## config.mk

```make
export PLATFORM = sky130hd
export DESIGN_NAME = hzd_scoreboard
export DESIGN_NICKNAME = d
export VERILOG_FILES = /design/src/rtl/hzd_pkg.sv /design/src/rtl/hzd_reg_decode.sv /design/src/rtl/hzd_pending_vec.sv /design/src/rtl/hzd_slot_track.sv /design/src/rtl/hzd_scoreboard.sv
export SDC_FILE = /design/constraint.sdc
export NUM_CORES = 1
export LEC_CHECK = 0
export ABC_CLOCK_PERIOD_IN_PS = 2300
export BUFFER_PORTS_ARGS = -buffer_cell sky130_fd_sc_hd__buf_4
export CELL_PAD_IN_SITES_DETAIL_PLACEMENT = 1
export CELL_PAD_IN_SITES_GLOBAL_PLACEMENT = 1
export CORE_UTILIZATION = 25
export CTS_BUF_LIST = sky130_fd_sc_hd__clkbuf_2 sky130_fd_sc_hd__clkbuf_4 sky130_fd_sc_hd__clkbuf_8
export DETAILED_ROUTE_END_ITERATION = 10
export HOLD_SLACK_MARGIN = 0.1
export PLACE_DENSITY = 0.6
export SYNTH_ARGS = -nofsm -noshare
export SYNTH_HDL_FRONTEND = slang
export SYNTH_SLANG_ARGS = --single-unit
```

## constraint.sdc

```tcl
create_clock -name clk -period 2.3 [get_ports clk]
set_clock_uncertainty 0.05 [all_clocks]
set_input_delay 0.345 -clock clk [delete_from_list [all_inputs] [get_ports clk]]
set_output_delay 0.345 -clock clk [all_outputs]
set_load 0.05 [all_outputs]
```

## src/rtl/hzd_pkg.sv

```systemverilog
package hzd_pkg;

    // Form in which register numbers arrive on every field of the block
    typedef enum logic {
        REG_ENC_BINARY = 1'b0,
        REG_ENC_ONEHOT = 1'b1
    } reg_enc_e;

    // Control bundle of one function-unit slot
    typedef struct packed {
        logic issue;
        logic wr_flag;
        logic busy;
        logic done;
        logic data_ok;
    } slot_ctl_t;

    function automatic int field_width(int nregs, reg_enc_e enc);
        if (enc == REG_ENC_ONEHOT) return nregs;
        return (nregs > 1) ? $clog2(nregs) : 1;
    endfunction

endpackage

```

## src/rtl/hzd_reg_decode.sv

```systemverilog
module hzd_reg_decode
    import hzd_pkg::*;
#(
    parameter int       NUM_REGS = 32,
    parameter reg_enc_e ENC      = REG_ENC_BINARY,
    parameter int       FIELD_W  = field_width(NUM_REGS, ENC)
) (
    input  logic                en_i,
    input  logic [FIELD_W-1:0]  field_i,
    output logic [NUM_REGS-1:0] mask_o
);

    localparam logic [NUM_REGS-1:0] BIT0 = NUM_REGS'(1);

    generate
        if (ENC == REG_ENC_ONEHOT) begin : g_onehot
            assign mask_o = en_i ? NUM_REGS'(field_i) : '0;
        end else begin : g_binary
            assign mask_o = en_i ? (BIT0 << field_i) : '0;
        end
    endgenerate

endmodule

```

## src/rtl/hzd_pending_vec.sv

```systemverilog
module hzd_pending_vec #(
    parameter int NUM_REGS = 32,
    parameter int NUM_SET  = 2,
    parameter int NUM_CLR  = 4
) (
    input  logic                              clk,
    input  logic                              rst,
    input  logic [NUM_SET-1:0][NUM_REGS-1:0]  set_i,
    input  logic [NUM_CLR-1:0][NUM_REGS-1:0]  clr_i,
    output logic [NUM_REGS-1:0]               pend_o
);

    logic [NUM_REGS-1:0] pend_q;
    logic [NUM_REGS-1:0] set_any;
    logic [NUM_REGS-1:0] clr_any;

    always_comb begin
        set_any = '0;
        for (int s = 0; s < NUM_SET; s++) set_any |= set_i[s];
        clr_any = '0;
        for (int c = 0; c < NUM_CLR; c++) clr_any |= clr_i[c];
    end

    always_ff @(posedge clk) begin
        if (rst) pend_q <= '0;
        else     pend_q <= (pend_q | set_any) & ~clr_any;
    end

    assign pend_o = pend_q;


    rst_clr_chk: assert property (@(posedge clk) rst |=> pend_q == '0);


    clr_wins_chk: assert property (@(posedge clk) disable iff (rst)
        (clr_any != '0) |=> (pend_q & $past(clr_any)) == '0);


    hold_chk: assert property (@(posedge clk) disable iff (rst)
        (pend_q != '0) |=> (($past(pend_q) & ~$past(clr_any)) & ~pend_q) == '0);


    set_apply_chk: assert property (@(posedge clk) disable iff (rst)
        (set_any != '0) |=> (($past(set_any) & ~$past(clr_any)) & ~pend_q) == '0);

endmodule

```

## src/rtl/hzd_slot_track.sv

```systemverilog
module hzd_slot_track
    import hzd_pkg::*;
#(
    parameter int       NUM_REGS = 32,
    parameter int       NUM_SRC  = 2,
    parameter reg_enc_e ENC      = REG_ENC_BINARY,
    parameter int       FIELD_W  = field_width(NUM_REGS, ENC)
) (
    input  logic                             clk,
    input  logic                             rst,
    input  slot_ctl_t                        ctl_i,
    input  logic [FIELD_W-1:0]               dest_i,
    input  logic [NUM_SRC-1:0]               src_en_i,
    input  logic [NUM_SRC-1:0][FIELD_W-1:0]  src_i,
    input  logic [NUM_REGS-1:0]              pend_i,
    output logic [NUM_REGS-1:0]              set_o,
    output logic [NUM_REGS-1:0]              clr_o,
    output logic                             raw_o
);

    logic [NUM_REGS-1:0]              dest_mask;
    logic [NUM_SRC-1:0][NUM_REGS-1:0] src_mask;
    logic [NUM_REGS-1:0]              src_any;
    logic [NUM_REGS-1:0]              chk_mask;
    logic [NUM_REGS-1:0]              set_q;
    logic                             wr_lat_q;
    logic                             pass_q;

    hzd_reg_decode #(.NUM_REGS(NUM_REGS), .ENC(ENC), .FIELD_W(FIELD_W)) u_dest (
        .en_i   (1'b1),
        .field_i(dest_i),
        .mask_o (dest_mask)
    );

    generate
        for (genvar k = 0; k < NUM_SRC; k++) begin : g_src
            hzd_reg_decode #(.NUM_REGS(NUM_REGS), .ENC(ENC), .FIELD_W(FIELD_W)) u_src (
                .en_i   (src_en_i[k]),
                .field_i(src_i[k]),
                .mask_o (src_mask[k])
            );
        end
    endgenerate

    always_comb begin
        src_any = '0;
        for (int k = 0; k < NUM_SRC; k++) src_any |= src_mask[k];
    end

    // operand checking is switched off once the slot has cleared its hazards
    assign chk_mask = pass_q ? '0 : src_any;
    assign raw_o    = |(pend_i & chk_mask);

    always_ff @(posedge clk) begin
        if (rst) begin
            set_q    <= '0;
            wr_lat_q <= 1'b0;
            pass_q   <= 1'b0;
        end else begin
            set_q <= (ctl_i.issue && ctl_i.wr_flag) ? dest_mask : '0;
            if (ctl_i.issue)      wr_lat_q <= ctl_i.wr_flag;
            else if (!ctl_i.busy) wr_lat_q <= 1'b0;
            if (!ctl_i.busy)      pass_q <= 1'b0;
            else if (!raw_o)      pass_q <= 1'b1;
        end
    end

    assign set_o = set_q;
    assign clr_o = (ctl_i.done && wr_lat_q && !ctl_i.data_ok) ? dest_mask : '0;


    set_late_chk: assert property (@(posedge clk) disable iff (rst)
        !(ctl_i.issue && ctl_i.wr_flag) |=> set_o == '0);


    lat_drop_chk: assert property (@(posedge clk) disable iff (rst)
        (!ctl_i.busy && !ctl_i.issue) |=> clr_o == '0);


    mask_off_chk: assert property (@(posedge clk) disable iff (rst)
        (ctl_i.busy && !raw_o) |=> !raw_o);


    nodata_clr_chk: assert property (@(posedge clk) disable iff (rst)
        (ctl_i.issue && ctl_i.wr_flag) ##1 (ctl_i.done && !ctl_i.data_ok)
        |-> clr_o == dest_mask);

endmodule

```

## src/rtl/hzd_scoreboard.sv

```systemverilog
module hzd_scoreboard
    import hzd_pkg::*;
#(
    parameter int       NUM_REGS  = 32,
    parameter int       NUM_SLOTS = 2,
    parameter int       NUM_SRC   = 2,
    parameter int       NUM_WB    = 2,
    parameter reg_enc_e ENC       = REG_ENC_BINARY,
    parameter int       FIELD_W   = field_width(NUM_REGS, ENC)
) (
    input  logic                                           clk,
    input  logic                                           rst,
    input  logic [NUM_SLOTS-1:0]                           slot_issue_i,
    input  logic [NUM_SLOTS-1:0]                           slot_wr_flag_i,
    input  logic [NUM_SLOTS-1:0][FIELD_W-1:0]              slot_dest_i,
    input  logic [NUM_SLOTS-1:0]                           slot_busy_i,
    input  logic [NUM_SLOTS-1:0]                           slot_done_i,
    input  logic [NUM_SLOTS-1:0]                           slot_data_ok_i,
    input  logic [NUM_SLOTS-1:0][NUM_SRC-1:0]              slot_src_en_i,
    input  logic [NUM_SLOTS-1:0][NUM_SRC-1:0][FIELD_W-1:0] slot_src_i,
    input  logic [NUM_WB-1:0]                              wb_en_i,
    input  logic [NUM_WB-1:0][FIELD_W-1:0]                 wb_reg_i,
    input  logic                                           chk_dest_en_i,
    input  logic [FIELD_W-1:0]                             chk_dest_i,
    output logic [NUM_SLOTS-1:0]                           raw_o,
    output logic                                           waw_o
);

    localparam int NUM_CLR = NUM_WB + NUM_SLOTS;

    logic [NUM_REGS-1:0]                 pend;
    logic [NUM_SLOTS-1:0][NUM_REGS-1:0]  set_req;
    logic [NUM_CLR-1:0][NUM_REGS-1:0]    clr_req;
    logic [NUM_REGS-1:0]                 chk_mask;

    generate
        for (genvar w = 0; w < NUM_WB; w++) begin : g_wb
            hzd_reg_decode #(.NUM_REGS(NUM_REGS), .ENC(ENC), .FIELD_W(FIELD_W)) u_wb (
                .en_i   (wb_en_i[w]),
                .field_i(wb_reg_i[w]),
                .mask_o (clr_req[w])
            );
        end

        for (genvar s = 0; s < NUM_SLOTS; s++) begin : g_slot
            slot_ctl_t ctl;
            assign ctl = '{issue:   slot_issue_i[s],
                           wr_flag: slot_wr_flag_i[s],
                           busy:    slot_busy_i[s],
                           done:    slot_done_i[s],
                           data_ok: slot_data_ok_i[s]};

            hzd_slot_track #(
                .NUM_REGS(NUM_REGS), .NUM_SRC(NUM_SRC), .ENC(ENC), .FIELD_W(FIELD_W)
            ) u_track (
                .clk     (clk),
                .rst     (rst),
                .ctl_i   (ctl),
                .dest_i  (slot_dest_i[s]),
                .src_en_i(slot_src_en_i[s]),
                .src_i   (slot_src_i[s]),
                .pend_i  (pend),
                .set_o   (set_req[s]),
                .clr_o   (clr_req[NUM_WB+s]),
                .raw_o   (raw_o[s])
            );
        end
    endgenerate

    hzd_pending_vec #(.NUM_REGS(NUM_REGS), .NUM_SET(NUM_SLOTS), .NUM_CLR(NUM_CLR)) u_vec (
        .clk   (clk),
        .rst   (rst),
        .set_i (set_req),
        .clr_i (clr_req),
        .pend_o(pend)
    );

    hzd_reg_decode #(.NUM_REGS(NUM_REGS), .ENC(ENC), .FIELD_W(FIELD_W)) u_chk (
        .en_i   (chk_dest_en_i),
        .field_i(chk_dest_i),
        .mask_o (chk_mask)
    );

    assign waw_o = |(pend & chk_mask);


    waw_gate_chk: assert property (@(posedge clk) disable iff (rst)
        !chk_dest_en_i |-> !waw_o);


    wb_clear_chk: assert property (@(posedge clk) disable iff (rst)
        (wb_en_i[0] && chk_dest_en_i && chk_dest_i == wb_reg_i[0]
         && $stable(chk_dest_i)) |=> (!waw_o || !$stable(chk_dest_i)));

endmodule

```

==> impl_metrics.ini <==
[synth]
ys_types = 73
synth.yosys.warnings = 0
syn-num-nets = 833
postSynthCellCount = 769
ys_ff_latch = 100
synthTopCellsByCount = nor2_1, dfxtp_1, nand2_1
synth-main-ff-cell = dfxtp_1
syn-cell-area_um2 = 6020
synth-seq-area-share = 0.333
yosysMostFrequentCell = nor2_1
synth_top_area_frac = 0.333
syn_area_per_cell_um2 = 7.83
ys_async_sr_fraction = 0
synth-edff-count = 0
synth.area.top_cells = dfxtp_1, nor2_1, nand3b_1
synth_top_area_cell = dfxtp_1

[routing]
wl_per_cell_um = 22.4
first_pass_iters = 5
drc = 0
finalWirelength_um = 27700
vias = 6779
drt_iter0_drc = 653
via_per_inst = 5.48
ant_nets = 0

[floorplan]
dieHeight_um = 157
fp.coreArea_um2 = 23500
die-width_um = 157
io_pins = 67
die_area_um2 = 24700
rows = 56
start_util = 0.256

[global_routing]
grt_pass1_wl_um = 41500
grt_pass1_vias = 6944
grt_start_max_net_pins = 40
grt_antenna_before_repair = 1
gr-total-overflow = 0
grt_use_total = 0.226

[sta]
slew_headroom = 0.552
timing.final.crit_share = 1.13
drv_slew = 0
period_needed_ns = 2.59
rsz0062_at_grt = yes
final-hold-violation-count = 0
max_freq_mhz = 385
setup_viol = 3
setup_ws_ns = -0.295
tightestPinTransition_ns = 0.670

[clock_tree]
cts_tree = yes
clk_path_buf_depth = 2
path_clk_slew_ns = 0.09
cts.sinks = 100
worstSkewPairLatency_ns = 0.37
cts_buffers = 9
ctsRootBufferMaster = clkbuf_8
cts_max_level = 3

[placed_design]
dpl_worst_slack_ns = -0.293
port_buffers = 66
dp_hpwl_um = 21400
place.gp.congestion = 0.905
dp_cells = 1218
placed_cell_area_um2 = 7550

[power_and_ir_drop]
powerDensity_nw_per_um2 = 425
p_int_w = 0.00241
p_sw_w = 0.000979
clockPowerShare = 0.300
p_sw_frac = 0.289
irDropWorstVdd_uv = 243
power_frac_seq = 0.516
leakage_nw = 2.90
combPwrFrac = 0.184

[layout]
syn2layout_area_growth_pct = 32.3
fin_cells = 1237
drive_above_1_share = 0.282
antenna_cells = 0
post-route-util = 0.338
final_nets = 978
fin_area_um2 = 7960

[critical_path]
critPathMaxFanout = 5
crit_required_ns = 1.90
worstSetupEndpointType = primary output
critPathLaunchType = flip-flop
worstPathArrival_ns = 2.20
crit_type = flip-flop to primary output
rr_worst_depth = 8

[job]
cap_violations = 0

[worst_hold_path]
holdCritPathClass = input port to flip-flop
hold_path_depth = 3

[outcome]
violations = setup timing
status = finished with violations
power groups by stage:
stage               Clock, W  Combinational, W  Sequential [W]
global route         0.00110          0.000664         0.00175
detailed placement         0          0.000592         0.00179
floorplan                  0          0.000280         0.00179
global placement           0          0.000590         0.00179
finish               0.00101          0.000623         0.00175
CTS                  0.00104          0.000602         0.00175
worst paths after layout:
kind                            slack, ns                             startpoint                                 endpoint
worst max-delay path                -0.29            u_vec.pend_o[13]$_SDFF_PP0_                                 raw_o[0]
worst min-delay path                 0.16                      slot_wr_flag_i[1]  g_slot[1].u_track.wr_lat_q$_SDFFE_PP0P_
worst max register to register       0.17            u_vec.pend_o[25]$_SDFF_PP0_    g_slot[1].u_track.pass_q$_SDFFE_PP0N_
worst min register to register       0.48  g_slot[0].u_track.pass_q$_SDFFE_PP0N_    g_slot[0].u_track.pass_q$_SDFFE_PP0N_
kinds of logic (layout without fill, tap and decap cells):
| kind of cell | Yosys count | in the layout | synth area share |
|---|---|---|---|
| AND/OR/NAND/NOR | 420 | 420 | 0.375 |
| AO/OA/AOI/OAI | 159 | 159 | 0.197 |
| flip-flops | 100 | 100 | 0.333 |
| buffers and inverters | 66 | 215 | 0.0503 |
| multiplexers | 24 | 24 | 0.0451 |
per-stage QoR:
step / TNS [ns] / hold slack [ns] / total power [W]
floorplan: 0 / 0.400 / 0.00207
detailed placement: -0.502 / 0.436 / 0.00239
global route: -0.975 / 0.206 / 0.00352
global placement: -0.460 / 0.417 / 0.00238
finish: -0.719 / 0.165 / 0.00338
CTS: -0.822 / 0.154 / 0.00339
routing by layer:
layer | track usage | wire [um]
met5 | 0 | 0
met4 | 0.0749 | 748
met3 | 0.0245 | 1480
met2 | 0.366 | 12400
met1 | 0.312 | 13000
sequential cells by signal (all words and copies together) (netlist names):
signal	flops
g_slot.u_track.pass_q	2
g_slot.u_track.set_o	64
g_slot.u_track.wr_lat_q	2
u_vec.pend_o	32
critical path, cell delays in order (launching register included):
cell and delay [ns]:
dfxtp_4 0.40, inv_2 0.08, buf_4 0.11, o32ai_1 0.11
o31ai_1 0.36, o211ai_1 0.17, nor4_2 0.33, a21oi_2 0.10
buf_6 0.17
layout make-up:
class	instances	area (um^2)
Sequential cell	100	2040
Clock buffer	11	139
Fill cell	2870	15600
Inverter	13	48.8
Timing Repair Buffer	187	1440
Tap cell	319	399
Multi-Input combinational cell	603	3860
Clock inverter	4	27.5
timing repair:
item                       4_1_cts  5_1_grt
pin swaps                       14       12
setup endpoints to repair        3        3
resized for setup               36       26
hold buffers                     0        0
buffers inserted                 2        3
layout by cell type (no fill, tap or decap), types with 7 or more instances in the layout:
cell type / instances
a211oi_1: 13
nor2_1: 142
nand2_1: 49
dfxtp_1: 83
mux2i_1: 16
nor3_1: 39
clkbuf_8: 9
inv_1: 12
buf_6: 7
nor3b_1: 7
nand4b_1: 9
nand3b_1: 28
nor2b_1: 23
nand3_1: 34
o21ai_0: 13
o221ai_1: 20
nand2b_1: 14
o21ai_1: 8
and3b_1: 7
dfxtp_2: 10
a21oi_1: 13
o22ai_1: 28
nand4_1: 13
buf_4: 179
dfxtp_4: 7
Note: power is estimated with default switching activity, not from simulation.
